## src/rtl/can_bt_pkg.sv

```systemverilog
package can_bt_pkg;
  localparam int TS1_W  = 4;
  localparam int TS2_W  = 3;
  localparam int NVOTE  = 3;
  localparam int MAX_TQ = 1 + (1 << TS1_W) + (1 << TS2_W);
  localparam int Q_W    = $clog2(MAX_TQ);

  typedef struct packed {
    logic             triple;
    logic [TS2_W-1:0] ph2;
    logic [TS1_W-1:0] ph1;
  } bt_cfg_t;

  function automatic logic vote3(input logic [NVOTE-1:0] s);
    return (s[0] & s[1]) | (s[0] & s[2]) | (s[1] & s[2]);
  endfunction
endpackage

```

## src/rtl/bt_cfg_hold.sv

```systemverilog
module bt_cfg_hold
  import can_bt_pkg::*;
(
  input  logic    clk,
  input  logic    rst_n,
  input  logic    load,
  input  bt_cfg_t cfg_in,
  output bt_cfg_t cfg_q
);
  bt_cfg_t cfg_d;

  always_comb begin
    cfg_d = cfg_q;
    if (load) cfg_d = cfg_in;
  end

  always_ff @(posedge clk or negedge rst_n) begin
    if (!rst_n) cfg_q <= '0;
    else        cfg_q <= cfg_d;
  end

  // the held timing only moves at a bit boundary
  a_r10_cfg_hold: assert property (@(posedge clk) disable iff (!rst_n)
    !load |=> $stable(cfg_q));
endmodule

```

## src/rtl/bt_quanta_ctr.sv

```systemverilog
module bt_quanta_ctr
  import can_bt_pkg::*;
(
  input  logic             clk,
  input  logic             rst_n,
  input  logic             tick,
  input  logic             restart,
  input  logic [TS1_W-1:0] ph1,
  input  logic [TS2_W-1:0] ph2,
  output logic             wrap,
  output logic             smp_tick,
  output logic             tx_pt,
  output logic             smp_pt
);
  logic [Q_W-1:0] q, q_d;
  logic [Q_W-1:0] smp_q, last_q;

  always_comb begin
    smp_q    = Q_W'(ph1) + Q_W'(1);
    last_q   = smp_q + Q_W'(ph2) + Q_W'(1);
    wrap     = tick && !restart && (q >= last_q);
    smp_tick = tick && !restart && (q == smp_q);
    q_d      = q;
    if (restart)   q_d = '0;
    else if (wrap) q_d = '0;
    else if (tick) q_d = q + Q_W'(1);
  end

  always_ff @(posedge clk or negedge rst_n) begin
    if (!rst_n) begin
      q      <= '0;
      tx_pt  <= 1'b0;
      smp_pt <= 1'b0;
    end else begin
      q      <= q_d;
      tx_pt  <= wrap;
      smp_pt <= smp_tick;
    end
  end

  a_r4_tx_one_wide: assert property (@(posedge clk) disable iff (!rst_n)
    tx_pt |=> !tx_pt);
  a_r4_smp_one_wide: assert property (@(posedge clk) disable iff (!rst_n)
    smp_pt |=> !smp_pt);
  a_r2_tx_at_sync: assert property (@(posedge clk) disable iff (!rst_n)
    tx_pt |-> (q == '0));
  a_r7_hold_no_tick: assert property (@(posedge clk) disable iff (!rst_n)
    (!tick && !restart) |=> $stable(q));
  a_r9_restart_quiet: assert property (@(posedge clk) disable iff (!rst_n)
    restart |=> (q == '0) && !smp_pt && !tx_pt);
endmodule

```

## src/rtl/bt_edge_realign.sv

```systemverilog
module bt_edge_realign (
  input  logic clk,
  input  logic rst_n,
  input  logic rx_in,
  input  logic bus_idle,
  output logic restart
);
  logic rx_prev;

  always_comb restart = bus_idle && rx_prev && !rx_in;

  always_ff @(posedge clk or negedge rst_n) begin
    if (!rst_n) rx_prev <= 1'b1;
    else        rx_prev <= rx_in;
  end

  // no restart while a frame is on the bus
  a_r8_busy_no_restart: assert property (@(posedge clk) disable iff (!rst_n)
    !bus_idle |-> !restart);
endmodule

```

## src/rtl/bt_sampler.sv

```systemverilog
module bt_sampler
  import can_bt_pkg::*;
(
  input  logic clk,
  input  logic rst_n,
  input  logic tick,
  input  logic smp_tick,
  input  logic triple,
  input  logic rx_in,
  output logic rx_bit
);
  logic [NVOTE-2:0] hist, hist_d;
  logic             bit_d;

  always_comb begin
    hist_d = hist;
    if (tick) hist_d = {hist[NVOTE-3:0], rx_in};
    bit_d = rx_bit;
    if (smp_tick) bit_d = triple ? vote3({hist, rx_in}) : rx_in;
  end

  always_ff @(posedge clk or negedge rst_n) begin
    if (!rst_n) begin
      hist   <= '1;
      rx_bit <= 1'b1;
    end else begin
      hist   <= hist_d;
      rx_bit <= bit_d;
    end
  end

  a_r5_single_sample: assert property (@(posedge clk) disable iff (!rst_n)
    (smp_tick && !triple) |=> (rx_bit == $past(rx_in)));
  a_r6_vote_agrees: assert property (@(posedge clk) disable iff (!rst_n)
    (smp_tick && triple && rx_in && hist[0]) |=> rx_bit);
endmodule

```

## src/rtl/can_bit_timer.sv

```systemverilog
module can_bit_timer
  import can_bt_pkg::*;
(
  input  logic                        clk,
  input  logic                        rst_n,
  input  logic                        tq_tick,
  input  logic                        rx_in,
  input  logic                        bus_idle,
  input  logic [$bits(bt_cfg_t)-1:0]  cfg_byte,
  output logic                        tx_pt,
  output logic                        smp_pt,
  output logic                        rx_bit
);
  bt_cfg_t cfg_q;
  logic    restart, wrap, smp_tick, cfg_load;

  always_comb cfg_load = wrap || restart;

  bt_edge_realign u_edge (
    .clk(clk), .rst_n(rst_n), .rx_in(rx_in), .bus_idle(bus_idle),
    .restart(restart)
  );

  bt_cfg_hold u_cfg (
    .clk(clk), .rst_n(rst_n), .load(cfg_load),
    .cfg_in(bt_cfg_t'(cfg_byte)), .cfg_q(cfg_q)
  );

  bt_quanta_ctr u_ctr (
    .clk(clk), .rst_n(rst_n), .tick(tq_tick), .restart(restart),
    .ph1(cfg_q.ph1), .ph2(cfg_q.ph2), .wrap(wrap), .smp_tick(smp_tick),
    .tx_pt(tx_pt), .smp_pt(smp_pt)
  );

  bt_sampler u_smp (
    .clk(clk), .rst_n(rst_n), .tick(tq_tick), .smp_tick(smp_tick),
    .triple(cfg_q.triple), .rx_in(rx_in), .rx_bit(rx_bit)
  );

  // a strobe is always the echo of a quantum tick
  a_r4_strobe_after_tick: assert property (@(posedge clk) disable iff (!rst_n)
    (tx_pt || smp_pt) |-> $past(tq_tick));
  a_r4_strobes_apart: assert property (@(posedge clk) disable iff (!rst_n)
    !(tx_pt && smp_pt));
endmodule

```

## config.mk

```make
export PLATFORM = sky130hd
export DESIGN_NAME = can_bit_timer
export DESIGN_NICKNAME = d
export VERILOG_FILES = /design/src/rtl/can_bt_pkg.sv /design/src/rtl/bt_cfg_hold.sv /design/src/rtl/bt_quanta_ctr.sv /design/src/rtl/bt_edge_realign.sv /design/src/rtl/bt_sampler.sv /design/src/rtl/can_bit_timer.sv
export SDC_FILE = /design/constraint.sdc
export NUM_CORES = 1
export LEC_CHECK = 0
export CAP_MARGIN = 10
export CORE_MARGIN = 2
export CORE_UTILIZATION = 57
export DETAILED_ROUTE_END_ITERATION = 7
export GPL_TIMING_DRIVEN = 0
export PLACE_DENSITY = 0.84
export SYNTH_ARGS = -nofsm -noshare
export SYNTH_HDL_FRONTEND = slang
export SYNTH_HIERARCHICAL = 1
export SYNTH_SLANG_ARGS = --single-unit
```

## constraint.sdc

```tcl
create_clock -name clk -period 8.2 [get_ports clk]
set_clock_uncertainty 0.1 [all_clocks]
set_input_delay 1.64 -clock clk [delete_from_list [all_inputs] [get_ports clk]]
set_output_delay 1.64 -clock clk [all_outputs]
set_load 0.03 [all_outputs]
```

**Yosys cells after proc, flatten, opt, wreduce, memory -nomap -nowiden**

Cells that the tools add are included.

- $add $sub $neg: 4
- $lt $le $gt $ge: 1
- Eq/ne operators: 1
- Muxes and demuxes: 4
- Bitwise operators: 5
- Reductions and logical operators: 9

Operators by type and width:

| operator | count |
|---|---|
| $mux W5 | 3 |
| $add A5 B1 Y5 const B | 2 |
| $add A4 B1 Y5 const B | 1 |
| $add A5 B3 Y5 | 1 |
| $eq A5 B5 Y1 | 1 |
| $ge A5 B5 Y1 | 1 |
| $logic_and A1 B1 Y1 | 5 |
| $and A1 B1 Y1 | 3 |
| $reduce_bool A3 Y1 | 1 |
| $logic_not A1 Y1 | 2 |
| $or A1 B1 Y1 | 2 |
| $logic_or A1 B1 Y1 | 1 |
| $mux W1 | 1 |

- Flip-flop bits (word level): 19
- Bits of input ports: 13
- Word-level logic and storage cells: 33

**Logic depth before layout (Yosys ltp)**

Gate-level depths: netlist of the first run.

- Depth after elaboration: 7
- Gate-level depth with buffers: 15
- Mapped depth without buffers: 14

**Modules after synthesis**

The synthesis of the first run kept the hierarchy.

Modules (own cells, without submodules):

| module | times used | cells an instance | area an instance (sq um) | sequential area each (sq um) |
|---|---|---|---|---|
| bt_quanta_ctr | 1 | 67 | 629.4 | 175.2 |
| bt_cfg_hold | 1 | 17 | 331.6 | 200.2 |
| bt_sampler | 1 | 11 | 135.1 | 78.8 |
| bt_edge_realign | 1 | 2 | 35.0 | 26.3 |
| can_bit_timer | 1 | 1 | 6.3 | 0.0 |

**Worst setup path after synthesis of the first run**

No wires, ideal clock.

- Path kind: register to register
- From: register u_cfg/cfg_q[0] (netlist name)
- To: register u_cfg/cfg_q[0] (netlist name)
- Arrival: 2868 ps
- Slack: 5107 ps
- Cell stages (with the launch flop): 16
- Path buffers: 1
- Cell sequence: dfrtp_1 ha_1 inv_1 fa_1 inv_1 a21oi_1 nor2_1 xor2_1 ha_1 a21oi_1 o21ai_0 nor2_1 nor2_1 or2_1 buf_6 mux2_4

- Longest elaborated chain between the ends: 6

RTL lines:

| what | line | source |
|---|---|---|
| $add A4 B1 Y5 | bt_quanta_ctr.sv:19 | `smp_q = Q_W'(ph1) + Q_W'(1);` |
| $add A5 B3 Y5 | bt_quanta_ctr.sv:20 | `last_q = smp_q + Q_W'(ph2) + Q_W'(1);` |
| $add A5 B1 Y5 | bt_quanta_ctr.sv:20 |  |
| $ge A5 B5 Y1 | bt_quanta_ctr.sv:21 | `wrap = tick && !restart && (q >= last_q);` |
| $logic_and A1 B1 Y1 | bt_quanta_ctr.sv:21 |  |
| via wrap | can_bit_timer.sv:15 | `logic restart, wrap, smp_tick, cfg_load;` |
| $logic_or A1 B1 Y1 | can_bit_timer.sv:17 | `always_comb cfg_load = wrap \|\| restart;` |
| via cfg_load | can_bit_timer.sv:15 |  |

The timed path passes the listed nets, and every way through them passes these cells.
A chain may end at the register's enable or synchronous reset.

**Worst setup path in the final report of the first run**

- From: input port rx_in
- To: register u_smp.rx_bit

- Longest elaborated chain between the ends: 5
- Elaborated cells between the ends (all ways): 10
- Classes of those cells: mux (1); bitwise (4); reduce/logical (5)

RTL lines:

| what | line | source |
|---|---|---|
| from (decl) | can_bit_timer.sv:7 | `input logic rx_in,` |
| $logic_not A1 Y1 | bt_edge_realign.sv:10 | `always_comb restart = bus_idle && rx_prev && !rx_in;` |
| $logic_and A1 B1 Y1 | bt_edge_realign.sv:10 |  |
| via restart | can_bit_timer.sv:15 |  |
| $logic_not A1 Y1 | bt_quanta_ctr.sv:22 | `smp_tick = tick && !restart && (q == smp_q);` |
| $logic_and A1 B1 Y1 (2 in a row) | bt_quanta_ctr.sv:22 |  |
| via smp_tick | can_bit_timer.sv:15 |  |
| to (signal assigned) | bt_sampler.sv:28 | `rx_bit <= bit_d;` |
| to (decl) | bt_sampler.sv:10 | `output logic rx_bit` |

The timed path passes the listed nets, and every way through them passes these cells.

==> metrics.txt, run 1 <==
status complete, no violations; H-tree levels 1; Mean Syn Cell Area 11.61 sq um; GRT overflow 0; worst vdd ir 0.0003201 V; switching fraction of total power 41.70%; Arr. time, crit path 3.70 ns; CTS buffer count 3; initial antenna violation count 0; largest family of logic cells by synthesized area adder cells; drt drc 0; Via Count 771; Largest stage delay, worst path 0.56 ns; Adder-Cell Fraction of Synth Area 12.76%; Tmin final 3.562 ns; RR Endpoint u_cfg/cfg_q[3]$_DFFE_PN0P_; CP delay by family, top simple AND/OR/NAND/NOR gates; die width 48.67 um; worst path bufs/invs 1; Slew Limit Fails 0; hold crit path type reg -> reg; Net Count, Synth 122; RSZ-0062 raised after global routing false; Hold Crit Start u_smp/rx_bit$_DFFE_PN1P_; Post-Synth Simple-Gate Area 10.23%; Placement Rows 16; proportion of synthesized area in mux cells 12.54%; Cell Area, Synth 1137 sq um; clock sinks 19; Via density 5.354; IO Port Bufs 15; Critical Path RT 8.34 ns; Worst Setup End Kind flip-flop; final wirelength 1912 um; worst r2r path cells 15; num ports 16; startpoint types input pin; die area 2369 sq um; Hold Path Depth 2; Slowest-stage cell, CP clkdlybuf4s50_1; Slew HR 47.26%; post-cts gate resize count 0; Pre-antenna DRT Iters 4; yosys warns 6; worst skew pair latency 0.30 ns; synth unique cells 29; critical path cell sequence clkdlybuf4s50_1 -> and3b_1 -> nand2b_1 -> or4_1 -> nor3_1 -> nand2_1 -> o22ai_1; WHS Endpoint u_smp/rx_bit$_DFFE_PN1P_; Lkg Pwr 0.6298 nW; Psw 0.2596 mW; Setup violations, final 0; clock network fraction of total power 7.8%; placed cell area 1321 sq um; Post-Place Setup Slack 4.298 ns; FFs w/ async S/R, synth 100.0%; Post-DP HPWL 1523 um; hold_ws 0.4005 ns; FF+latch count, synth 19; core box area 1922 sq um; cell count after synthesis 98; Fmax 280.8 MHz; antenna viol nets, final 0; Worst Tran Pin Value 0.7886 ns; Synth Flop Type dfrtp_1; area share of the largest cell type after synthesis 33.00%; gr usage total 18.69%; vias in the first global route 768; clock buffer depth 2; DR iter-0 viols 6; pin count of the biggest net entering global routing 20; final worst setup slack 4.638 ns; Inserted Diodes 0; Post-synth EDFFs 0; total negative setup slack 0 ns; first-pass GRT wire length 3353 um; Placed Cells 140; Die H 48.67 um; Final Hold Vio Count 0; Pwr Density 461.6 nW/um^2; post-route insts no fill 144; Worst R2R Setup Slack 4.72 ns; gpl congestion 0.8153; TritonCTS clock tree built; Initial Util 59.18%; Hold-fix buffers, CTS 0; Area contributors post-synth dfrtp_1 (33%), ha_1 (11%), mux2_4 (11%); Clock transition at path regs 0.11 ns; DR WL/cell 13.28 um; fin nets 142; area share of xor/xnor cells in the synthesized design 10.01%; area grow syn2layout 18.59%; Setup Fix Bufs, Post-CTS 0; crit path kind in -> reg; part of the Yosys area used for sequential elements 42.24%; Logic pwr share 64.9%; maxcap violations 0; critical path fanouts, max 5; P_int 0.3630 mW; sequential share of power 27.4%; final instance area 1349 sq um; share of cells above drive strength 1 17.09%; Synth Area in Compound Gates 8.581%; dominant cell type by area after synthesis dfrtp_1; root buffer cell clkbuf_4; r2r startpoint u_cfg/cfg_q[0]$_DFFE_PN0P_; Tcrit/Tclk final 43.44%
-- kinds of logic after synthesis --
group	after synthesis
buffers and inverters	9
DFF	19
and+or+nand+nor	22
muxes	10
adders and majority gates	11
AOI/OAI and AO/OA	14
xor gates and xnor gates	13
-- through the flow --
stage	power [mW]	utilization [%]
2_1_floorplan	0.4904	-
3_3_place_gp	0.5505	68.75
3_5_place_dp	0.5770	68.75
4_1_cts	0.6270	70.18
5_1_grt	0.6786	70.18
6_report	0.6226	70.18
-- cell usage after synthesis (2+ instances only) --
cell type	instances
nor3_1	2
nand2b_1	2
a22o_1	4
xnor2_1	6
mux2_4	8
nand2_1	2
nand3_1	4
a21oi_1	5
inv_1	8
ha_1	10
xor2_1	7
nor2_1	6
dfstp_2	4
dfrtp_1	15
-- cells in the final DEF, fill, tap and decap left out, types with 2 or more instances in the layout --
cell type        instances
xor2_1                   7
dfrtp_1                 15
xnor2_1                  6
nor2_1                   6
nand2b_1                 2
nand3_1                  4
a22o_1                   4
mux2_4                   8
ha_1                    10
dfstp_2                  4
clkbuf_4                 3
nand2_1                  2
clkdlybuf4s50_1         15
nor3_1                   2
inv_1                    8
a21oi_1                  5
-- power by group through the flow --
stage                     combinational [mW]  clock (mW)  sequential (mW)
after global placement                 0.380           0            0.170
after floorplan                        0.319           0            0.172
after global routing                   0.450      0.0529            0.175
after detailed placement               0.405           0            0.172
after CTS                              0.407      0.0494            0.171
final                                  0.404      0.0483            0.170
-- state kept, by name (all words and copies together) (netlist names) --
signal / count
u_ctr/q: 5
u_ctr/tx_pt: 1
u_ctr/smp_pt: 1
u_smp/hist: 2
u_cfg/cfg_q: 8
u_smp/rx_bit: 1
u_edge/rx_prev: 1
-- how the worst max path moves through the flow --
| stage | start | cells after the start | slack, ns | to |
|---|---|---|---|---|
| 2_1_floorplan | u_cfg/cfg_q[0]$_DFFE_PN0P_ | 15 | 5.11 | u_cfg/cfg_q[0]$_DFFE_PN0P_ |
| 3_3_place_gp | rx_in | 7 | 4.37 | u_smp/rx_bit$_DFFE_PN1P_ |
| 3_5_place_dp | rx_in | 7 | 4.30 | u_smp/rx_bit$_DFFE_PN1P_ |
| 4_1_cts | rx_in | 7 | 4.64 | u_smp/rx_bit$_DFFE_PN1P_ |
| 5_1_grt | rx_in | 7 | 4.45 | u_smp/rx_bit$_DFFE_PN1P_ |
| 6_report | rx_in | 7 | 4.64 | u_smp/rx_bit$_DFFE_PN1P_ |
-- layer usage --
metal / up-vias / track usage, % / wire [um]
li1: 377 / - / -
met1: 378 / 22.02 / 837
met2: 12 / 33.11 / 983
met3: 4 / 2.160 / 49
met4: 0 / 10.00 / 41
met5: - / 0 / 0
-- final cells by class --
class / count / area, sq um
multi-input combinational: 70 / 615.6
fill: 158 / 573.1
sequential: 19 / 480.5
timing repair buffer: 15 / 150.1
tap: 27 / 33.78
inverter: 8 / 30.03
clock buffer: 3 / 22.52
buffer: 1 / 11.26
clock inverter: 1 / 5.005
-- worst min-delay path: cells and delay by family, from the launching register on --
family	cells	cell delay, ns
AOI/OAI and AO/OA	1	0.08
buffers and inverters	1	0.05
DFF	1	0.38
(Power assumes the default switching activity.)
==> run 2, diff against run 1 <==
Settings changed: CORE_UTILIZATION 57 to 48, PLACE_DENSITY 0.84 to 0.75.
Clock period 8.2 ns to 2.9 ns, I/O delays scaled along.
==> metrics.txt, run 2 (synthesis results as in run 1) <==
status finished with violations; failing checks negative setup slack; core box area 2233 sq um; Via density 5.305; Via Count 801; final worst setup slack -0.2231 ns; gpl congestion 0.8819; met3 WL post-DR 69 um; initial antenna violation count 0; max FFs per register 8; gr usage total 18.52%; Worst Setup End Kind flip-flop; clock sinks 19; critical path fanouts, max 8; Final Hold Vio Count 0; top flop regs u_cfg/cfg_q x8, u_ctr/q x5, u_smp/hist x2; Slowest-stage cell, CP dfrtp_2; fin util 64.93%; Final Total Pwr 2.062 mW; FILL cells 186; antenna viol nets, final 0; Worst R2R Setup Slack -0.22 ns; hold crit path type reg -> reg; Fmax 320.2 MHz; area grow syn2layout 27.50%; crit path kind reg -> reg; CTS buffer count 3; RSZ-0062 raised after global routing true; die width 52.68 um; Lkg Pwr 0.6595 nW; CP delay by family, top adder cells; most frequent cells in the layout clkdlybuf4s50_1 (15), dfrtp_1 (14), mux2_4 (8), ha_1 (8); DR iter-0 viols 3; critical path cell sequence ha_4 -> inv_2 -> fa_2 -> inv_2 -> a21oi_2 -> nor2_1 -> xor2_1 -> ha_1 -> a21oi_2 -> o21ai_2 -> nor2_1 -> nor2_1 -> or2_1 -> buf_6 -> mux2_4; Clock transition at path regs 0.10 ns; Pwr Density 1422 nW/um^2; worst path bufs/invs 3; Pre-antenna DRT Iters 5; Reg with most FFs u_cfg/cfg_q; Placed Cells 141; fin nets 148; Placement Rows 17; drt drc 0; Setup violations, final 12; startpoint types flip-flop; worst skew pair latency 0.30 ns; Die H 52.68 um; Tcrit/Tclk final 107.7%; root buffer cell clkbuf_4; commonest non-fill, non-tap cell in the layout clkdlybuf4s50_1; Worst path depth 15; Slew HR 45.09%; met2 WL 1063 um; Tmin final 3.123 ns; Inserted Diodes 0; num ports 16; worst vdd ir 0.0008108 V; pin count of the biggest net entering global routing 20; worst r2r path cells 15; share of cells above drive strength 1 30.08%; vias in the first global route 809; GRT overflow 0; H-tree levels 1; Post-DP HPWL 1551 um; max layer used met4; first-pass GRT wire length 3636 um; final wirelength 2147 um; Arr. time, crit path 3.22 ns; Met1 Wirelength 943 um; post-route insts no fill 151; Critical Path RT 3.00 ns; DR WL/cell 14.22 um; Largest stage delay, worst path 0.47 ns; maxcap violations 0; die area 2775 sq um; Hold Path Depth 2; Initial Util 50.92%; clock buffer depth 2; Worst Tran Pin Value 0.8210 ns; most frequent CP cell nor2_1; IO Port Bufs 15; TritonCTS clock tree built; Slew Limit Fails 0; Hold-fix buffers, CTS 0
run 2: changes by cell type in the layout (fill, tap and decap cells not counted), moves of 2 or more:
cell and delta:
a21oi_1 -2, a21oi_2 +2, buf_4 +6, ha_1 -2, ha_4 +2, inv_1 -2
inv_2 +2
run 2: worst paths after layout:
kind,end,start
worst max-delay path,u_cfg/cfg_q[4]$_DFFE_PN0P_,u_cfg/cfg_q[0]$_DFFE_PN0P_
min in group asynchronous,u_ctr/q[2]$_DFFE_PN0P_,rst_n
worst max register to register,u_cfg/cfg_q[4]$_DFFE_PN0P_,u_cfg/cfg_q[0]$_DFFE_PN0P_
worst min register to register,u_smp/rx_bit$_DFFE_PN1P_,u_smp/rx_bit$_DFFE_PN1P_
worst min-delay path,u_smp/rx_bit$_DFFE_PN1P_,u_smp/rx_bit$_DFFE_PN1P_
max in group asynchronous,u_cfg/cfg_q[0]$_DFFE_PN0P_,rst_n
run 2: power breakdown:
part	internal (mW)	switching [mW]	leakage (nW)
clock network	0.0537	0.0841	0.0150
registers	0.379	0.119	0.229
logic	0.786	0.640	0.415
total	1.22	0.843	0.660
run 2: repair_timing:
item,CTS,global route
endpoints found under the setup margin,8,13
gates resized for setup,3,4
setup buffers,4,2
pin swaps,7,2
run 2: area by class of cell:
cell class | count | area (sq um) | share of cell area (%)
Multi-Input combinational cell | 70 | 670.6 | 46.25
Sequential cell | 19 | 481.7 | 33.22
Timing Repair Buffer | 21 | 195.2 | 13.46
Tap cell | 28 | 35.03 | 2.416
Inverter | 8 | 30.03 | 2.071
Clock buffer | 4 | 26.28 | 1.812
Buffer | 1 | 11.26 | 0.7765
run 2: through the flow:
step / instance area (sq um) / TNS [ns] / worst slack, ns / hold slack, ns
final: 1450 / -2.399 / -0.2231 / 0.3912
after global routing: 1450 / -4.383 / -0.3734 / 0.4352
after CTS: 1423 / -1.614 / -0.2067 / 0.3925
after detailed placement: 1346 / -2.363 / -0.3002 / 0.3767
after global placement: 1346 / -2.015 / -0.2533 / 0.3729
after floorplan: 1161 / -0.3342 / -0.04295 / 0.1844
run 2: per-layer routing:
metal	GRT usage, %	vias up
met5	0	-
met4	10.68	0
met3	3.429	7
met2	31.04	18
met1	21.90	387
li1	-	389
run 2: worst min-delay path: stages (launching register included):
cell and delay (ns):
dfstp_2 0.38, inv_1 0.04, o22ai_1 0.07
